`config.mk`:
```
export PLATFORM = sky130hd
export DESIGN_NAME = mshr_file
export DESIGN_NICKNAME = d
export VERILOG_FILES = /design/src/rtl/mshr_pkg.sv /design/src/rtl/mshr_pick.sv /design/src/rtl/mshr_file.sv
export SDC_FILE = /design/constraint.sdc
export NUM_CORES = 2
export LEC_CHECK = 0
export BUFFER_PORTS_ARGS = -buffer_cell sky130_fd_sc_hd__buf_4
export CAP_MARGIN = 5
export CELL_PAD_IN_SITES_DETAIL_PLACEMENT = 0
export CELL_PAD_IN_SITES_GLOBAL_PLACEMENT = 1
export CORE_ASPECT_RATIO = 0.9
export CORE_MARGIN = 2
export CORE_UTILIZATION = 51
export DETAILED_ROUTE_END_ITERATION = 8
export PLACE_DENSITY_LB_ADDON = 0.05
export REMOVE_ABC_BUFFERS = 1
export SETUP_SLACK_MARGIN = 0.1
export SLEW_MARGIN = 5
export SYNTH_ARGS = -nofsm -noshare
export SYNTH_HDL_FRONTEND = slang
export SYNTH_HIERARCHICAL = 1
export SYNTH_SLANG_ARGS = --single-unit
```
`constraint.sdc`:
```
create_clock -name clk -period 11 [get_ports clk]
set_clock_uncertainty 0.1 [all_clocks]
set_input_delay 3.3 -clock clk [delete_from_list [all_inputs] [get_ports clk]]
set_output_delay 3.3 -clock clk [all_outputs]
set_load 0.05 [all_outputs]
```
`src/rtl/mshr_pkg.sv`:
```
package mshr_pkg;
  // Index width that stays at least one bit for single-element structures.
  function automatic int unsigned idx_w(input int unsigned n);
    return (n > 1) ? $clog2(n) : 1;
  endfunction
endpackage

```
`src/rtl/mshr_pick.sv`:
```
// Lowest-index-first one-hot selector.
module mshr_pick #(
  parameter int N = 4
) (
  input  logic [N-1:0] req,
  output logic [N-1:0] gnt
);
  always_comb begin
    logic found;
    found = 1'b0;
    gnt   = '0;
    for (int i = 0; i < N; i++) begin
      if (req[i] && !found) begin
        gnt[i] = 1'b1;
        found  = 1'b1;
      end
    end
  end
endmodule

```
`src/rtl/mshr_file.sv`:
```
module mshr_file
  import mshr_pkg::*;
#(
  parameter int NUM_ENT  = 4,
  parameter int NUM_SLOT = 2,
  parameter int NUM_SUB  = 4,
  parameter int DATA_W   = 32,
  parameter int ADDR_W   = 26,
  parameter int TAG_W    = 5,
  localparam int SUB_W   = idx_w(NUM_SUB),
  localparam int BLK_W   = NUM_SUB * DATA_W
) (
  input  logic              clk,
  input  logic              rst,
  input  logic              req_valid,
  input  logic [ADDR_W-1:0] req_addr,
  input  logic [SUB_W-1:0]  req_sub,
  input  logic              req_store,
  input  logic [TAG_W-1:0]  req_tag,
  output logic              req_stall,
  output logic              mem_req_valid,
  output logic [ADDR_W-1:0] mem_req_addr,
  input  logic              mem_req_ready,
  input  logic              fill_valid,
  input  logic [ADDR_W-1:0] fill_addr,
  input  logic [SUB_W-1:0]  fill_sub,
  input  logic [DATA_W-1:0] fill_data,
  output logic              resp_valid,
  output logic              resp_store,
  output logic [TAG_W-1:0]  resp_tag,
  output logic [DATA_W-1:0] resp_data,
  output logic              wr_valid,
  output logic [ADDR_W-1:0] wr_addr,
  output logic [BLK_W-1:0]  wr_data
);
  localparam int TOT = NUM_ENT * NUM_SLOT;

  // Entry state
  logic [NUM_ENT-1:0] ent_vld, ent_iss;
  logic [ADDR_W-1:0]  ent_addr [NUM_ENT];
  logic [NUM_SUB-1:0] ent_arr  [NUM_ENT];
  logic [BLK_W-1:0]   ent_blk  [NUM_ENT];

  // Slot state, slot k belongs to entry k / NUM_SLOT
  logic [TOT-1:0]     sl_vld, sl_st;
  logic [SUB_W-1:0]   sl_sub [TOT];
  logic [TAG_W-1:0]   sl_tag [TOT];

  logic [NUM_ENT-1:0]  match, fhit, alloc_oh, iss_oh, done, wb_oh, tgt_ent;
  logic [NUM_SLOT-1:0] mrg_free, mrg_oh, tgt_slot;
  logic [TOT-1:0]      rdy, rsp_oh;
  logic                hit, accept;

  always_comb begin
    mrg_free = '0;
    for (int e = 0; e < NUM_ENT; e++) begin
      match[e] = ent_vld[e] && (ent_addr[e] == req_addr);
      fhit[e]  = ent_vld[e] && ent_iss[e] && (ent_addr[e] == fill_addr);
      for (int s = 0; s < NUM_SLOT; s++)
        if (match[e] && !sl_vld[e*NUM_SLOT+s]) mrg_free[s] = 1'b1;
    end
    hit = |match;
  end

  mshr_pick #(.N(NUM_SLOT)) u_pick_slot (.req(mrg_free),           .gnt(mrg_oh));
  mshr_pick #(.N(NUM_ENT))  u_pick_ent  (.req(~ent_vld),           .gnt(alloc_oh));
  mshr_pick #(.N(NUM_ENT))  u_pick_iss  (.req(ent_vld & ~ent_iss), .gnt(iss_oh));
  mshr_pick #(.N(TOT))      u_pick_rsp  (.req(rdy),                .gnt(rsp_oh));
  mshr_pick #(.N(NUM_ENT))  u_pick_wb   (.req(done),               .gnt(wb_oh));

  assign req_stall = req_valid && (hit ? !(|mrg_free) : &ent_vld);
  assign accept    = req_valid && !req_stall;
  assign tgt_ent   = hit ? match : alloc_oh;
  assign tgt_slot  = hit ? mrg_oh : NUM_SLOT'(1);

  always_comb begin
    for (int k = 0; k < TOT; k++)
      rdy[k] = sl_vld[k] && ent_arr[k/NUM_SLOT][sl_sub[k]];
    for (int e = 0; e < NUM_ENT; e++)
      done[e] = ent_vld[e] && (&ent_arr[e]) && !(|sl_vld[e*NUM_SLOT +: NUM_SLOT])
                && !(accept && match[e]);
  end

  always_comb begin
    mem_req_valid = |iss_oh;
    mem_req_addr  = '0;
    for (int e = 0; e < NUM_ENT; e++)
      if (iss_oh[e]) mem_req_addr = ent_addr[e];
  end

  // Control state with reset
  always_ff @(posedge clk) begin
    if (rst) begin
      ent_vld    <= '0;
      ent_iss    <= '0;
      sl_vld     <= '0;
      resp_valid <= 1'b0;
      wr_valid   <= 1'b0;
    end else begin
      resp_valid <= |rdy;
      wr_valid   <= |done;
      for (int k = 0; k < TOT; k++)
        if (rsp_oh[k]) sl_vld[k] <= 1'b0;
      for (int e = 0; e < NUM_ENT; e++) begin
        if (wb_oh[e]) ent_vld[e] <= 1'b0;
        if (mem_req_ready && iss_oh[e]) ent_iss[e] <= 1'b1;
        if (accept && tgt_ent[e]) begin
          if (!hit) begin
            ent_vld[e] <= 1'b1;
            ent_iss[e] <= 1'b0;
          end
          for (int s = 0; s < NUM_SLOT; s++)
            if (tgt_slot[s]) sl_vld[e*NUM_SLOT+s] <= 1'b1;
        end
      end
    end
  end

  // Payload storage without reset
  always_ff @(posedge clk) begin
    for (int k = 0; k < TOT; k++)
      if (rsp_oh[k]) begin
        resp_tag   <= sl_tag[k];
        resp_store <= sl_st[k];
        resp_data  <= ent_blk[k/NUM_SLOT][sl_sub[k]*DATA_W +: DATA_W];
      end
    for (int e = 0; e < NUM_ENT; e++) begin
      if (wb_oh[e]) begin
        wr_addr <= ent_addr[e];
        wr_data <= ent_blk[e];
      end
      if (fill_valid && fhit[e]) begin
        ent_arr[e][fill_sub] <= 1'b1;
        ent_blk[e][fill_sub*DATA_W +: DATA_W] <= fill_data;
      end
      if (accept && tgt_ent[e]) begin
        if (!hit) begin
          ent_addr[e] <= req_addr;
          ent_arr[e]  <= '0;
        end
        for (int s = 0; s < NUM_SLOT; s++)
          if (tgt_slot[s]) begin
            sl_st[e*NUM_SLOT+s]  <= req_store;
            sl_sub[e*NUM_SLOT+s] <= req_sub;
            sl_tag[e*NUM_SLOT+s] <= req_tag;
          end
      end
    end
  end
endmodule

```
==> impl_metrics.json <==
{
  "core_um2": 87600,
  "core.rowCount": 103,
  "max_freq_mhz": 106,
  "tightestPinTransition_ns": 1.23,
  "hpwlAfterDp_um": 92800,
  "pwr-share-seq_pct": 50.1,
  "port_buffers": 320,
  "crit_path_max_fanout": 8,
  "grt_pass1_vias": 30700,
  "ctsResizeCount": 0,
  "htree_levels": 3,
  "fin_crit_ns": 9.43,
  "dp_slack_ns": 1.67,
  "cts_buffer_depth": 3,
  "critical_path.endpoint_type": "output pin",
  "async_flop_share_pct": 0,
  "place_congestion": 0.956,
  "synthFlopType": "edfxtp_1",
  "crit_slowest_cell": "nor3_1",
  "cts.sinks": 906,
  "dieWidth_um": 317,
  "drt-wirelength-per-cell_um": 31.9,
  "cp_top_family": "simple AND/OR/NAND/NOR gates",
  "synth_area_um2": 45000,
  "grt_max_degree": 231,
  "first_pass_iters": 6,
  "post_cts_buffers": 0,
  "instances_no_fill": 4782,
  "hold_class": "reg2reg",
  "final_max_slew_viol_count": 0,
  "combPwrFrac_pct": 7.1,
  "fin_crit_sh_pct": 85.7,
  "num_vias": 30900,
  "max-vdd-ir-drop_mv": 0.123,
  "initial_core_util_pct": 51.4,
  "reg2regPathDepth": 9,
  "drive_above_1_share_pct": 22.3,
  "worstPathArrival_ns": 6.03,
  "dpl.cell_count": 4601,
  "grt_overflow_total": 0,
  "crit_path_cell_trace": "buf_4, xor2_1, nor4_1, nand4_1, nor3_1, nor4_1, mux2i_1, and2_1, buf_4",
  "ys_top_cells_by_area": "edfxtp_1, mux4_2, mux2i_1",
  "syn_area_per_cell_um2": 13.6,
  "p_clk_share_pct": 42.8,
  "clock_latency_ns": 0.69,
  "clock-root-buffer": "clkbuf_16",
  "drc": 0,
  "slew_headroom_pct": 17.5,
  "worstHoldStart": "sl_vld[5]",
  "synth_enable_flop_cells": 884,
  "seq_area_um2": 27000,
  "ant_nets": 0,
  "cp_data_required_time_ns": 7.60,
  "antenna_found_initial": 9,
  "synth_top_area_cell": "edfxtp_1",
  "placed_area_um2": 48600,
  "hold_viol": 0,
  "synth_cells": 3320,
  "final_core_utilization_pct": 59.1,
  "worst_hold_path.endpoint": "sl_vld[5]",
  "r2r-start": "ent_addr[1][8]",
  "rrSetupSlack_ns": 5.55,
  "drv_cap": 0,
  "viasPerCell": 6.47,
  "outcome": "complete, no violations",
  "drt-total-wl_um": 153000,
  "io_pins": 321,
  "power.internal_w": 0.00591,
  "grtUsageTotal_pct": 33.7,
  "critPathBufInv": 2,
  "nets": 3649,
  "p_sw_w": 0.00178,
  "start_kind": "primary input",
  "rsz0062_at_grt": "no",
  "cts_made_buffers": 97,
  "holdBufCountCts": 0,
  "ys_seq_elements": 906,
  "min_path_cells": 2,
  "dieArea_um2": 90700,
  "cts_tree": "done",
  "critPathMaxStageDelay_ns": 0.63,
  "fin_ws_ns": 1.57,
  "setup_viol": 0,
  "p_per_area_nw_per_um2": 149,
  "clkTransAtPathRegs_ns": 0.06,
  "synth_warnings": 6,
  "n_fill_cell": 6941,
  "r2r-end": "wr_data[40]",
  "syn2layout_area_growth_pct": 14.9,
  "synth_top_cell_area_share_pct": 59.0,
  "p_leak_nw": 16.8,
  "drt_iter0_drc": 3905,
  "critPathKind": "in2out",
  "synth_seq_area_share_pct": 59.9,
  "die-height_um": 286,
  "synth_cell_types": 59,
  "multiInputGateArea_um2": 17200,
  "switching_share_pct": 23.2,
  "finalSetupTns_ns": 0,
  "fin_area_um2": 51800,
  "grt_first_pass_wirelength_um": 217000
}
-- sequential cells by signal (all words and copies together), names as in the netlist --
signal,cells
sl_vld,8
sl_sub,16
ent_iss,4
wr_addr,26
ent_addr,104
resp_store,1
resp_data,32
ent_arr,16
ent_vld,4
ent_blk,512
wr_valid,1
sl_tag,40
resp_valid,1
wr_data,128
resp_tag,5
sl_st,8
-- cell usage after synthesis (17+ instances only) --
cell,number
a22oi_1,32
xor2_1,79
dfxtp_1,22
mux2i_1,207
nand2b_1,17
nand2_1,237
o31ai_1,36
edfxtp_1,884
mux4_2,232
inv_1,17
nor4_1,36
clkbuf_1,191
nor2_1,263
nand4_1,52
o21a_1,33
buf_1,54
and2_1,154
o21ai_0,198
xnor2_1,129
a21oi_1,285
nor2b_1,37
-- worst max-delay path by stage --
stage	cells past startpoint	start	to
detailed placement	9	req_addr[18]	req_stall
floorplan	8	req_addr[7]	wr_addr[0]
global route	9	req_addr[18]	req_stall
CTS	9	req_addr[18]	req_stall
global placement	9	req_addr[18]	req_stall
finish	9	req_addr[18]	req_stall
-- per-layer routing --
layer,GRT usage (%),vias to the layer above,wire [um]
li1,-,13100,-
met1,48.1,15700,61300
met2,52.9,1829,71200
met3,5.89,319,14900
met4,10.9,6,5210
met5,0,-,40
-- metrics by stage --
step,power (W),hold slack (ns)
floorplan,0.00424,0.352
global placement,0.00446,0.408
detailed placement,0.00447,0.419
CTS,0.00772,0.438
global route,0.00789,0.461
finish,0.00769,0.443
-- final cells by class --
cell class / count / area share, %
clock buffers: 118 / 5.01
clock inverters: 61 / 1.13
inverters: 17 / 0.123
repair buffers: 381 / 5.65
multi-input cells: 2142 / 33.1
well taps: 1155 / 2.79
flip-flops and latches: 906 / 52.1
diodes: 2 / 0.00967
-- cell families after synthesis --
family / count (synthesis) / synth area share [%]
and+or+nand+nor: 878 / 9.71
xor gates and xnor gates: 209 / 4.08
adders and majority gates: 5 / 0.139
DFF: 906 / 59.9
buffers and inverters: 272 / 2.35
muxes: 445 / 16.4
AOI/OAI and AO/OA: 605 / 7.43
-- worst reg2reg max path: cells and delay by family (launching register included) --
family | cells | cell delay [ns]
buffers and inverters | 1 | 0.49
xor gates and xnor gates | 1 | 0.41
and+or+nand+nor | 5 | 2.72
AOI/OAI and AO/OA | 2 | 0.79
DFF | 1 | 0.48
-- cells in the final DEF (no fill, tap or decap), types with 6 or more instances in the layout --
cell type,count
xnor2_1,129
bufinv_16,10
o21ai_0,198
mux2i_1,205
mux4_2,232
and2_2,10
nor4_1,35
clkinv_2,17
a22oi_1,32
nor3b_2,8
a31oi_1,7
nor2b_1,34
clkbuf_16,101
nand3_1,10
mux2_2,6
nor2_1,261
o21a_1,33
or4_1,7
nor3_1,9
o31ai_1,36
clkinv_1,26
nand2_1,236
dfxtp_1,22
xor2_1,79
inv_1,17
buf_4,376
and2_1,138
clkbuf_1,17
edfxtp_1,884
a21oi_1,285
and2_4,6
nand4_1,52
nand2b_1,17
-- power by group through the flow --
| stage | sequential (W) | combinational (W) | clock [W] |
|---|---|---|---|
| after floorplan | 0.00399 | 0.000253 | 0 |
| after global placement | 0.00393 | 0.000535 | 0 |
| after detailed placement | 0.00393 | 0.000541 | 0 |
| after CTS | 0.00385 | 0.000543 | 0.00333 |
| after global routing | 0.00386 | 0.000575 | 0.00345 |
| final | 0.00385 | 0.000544 | 0.00329 |
Note: power is estimated with default switching activity, not from simulation.
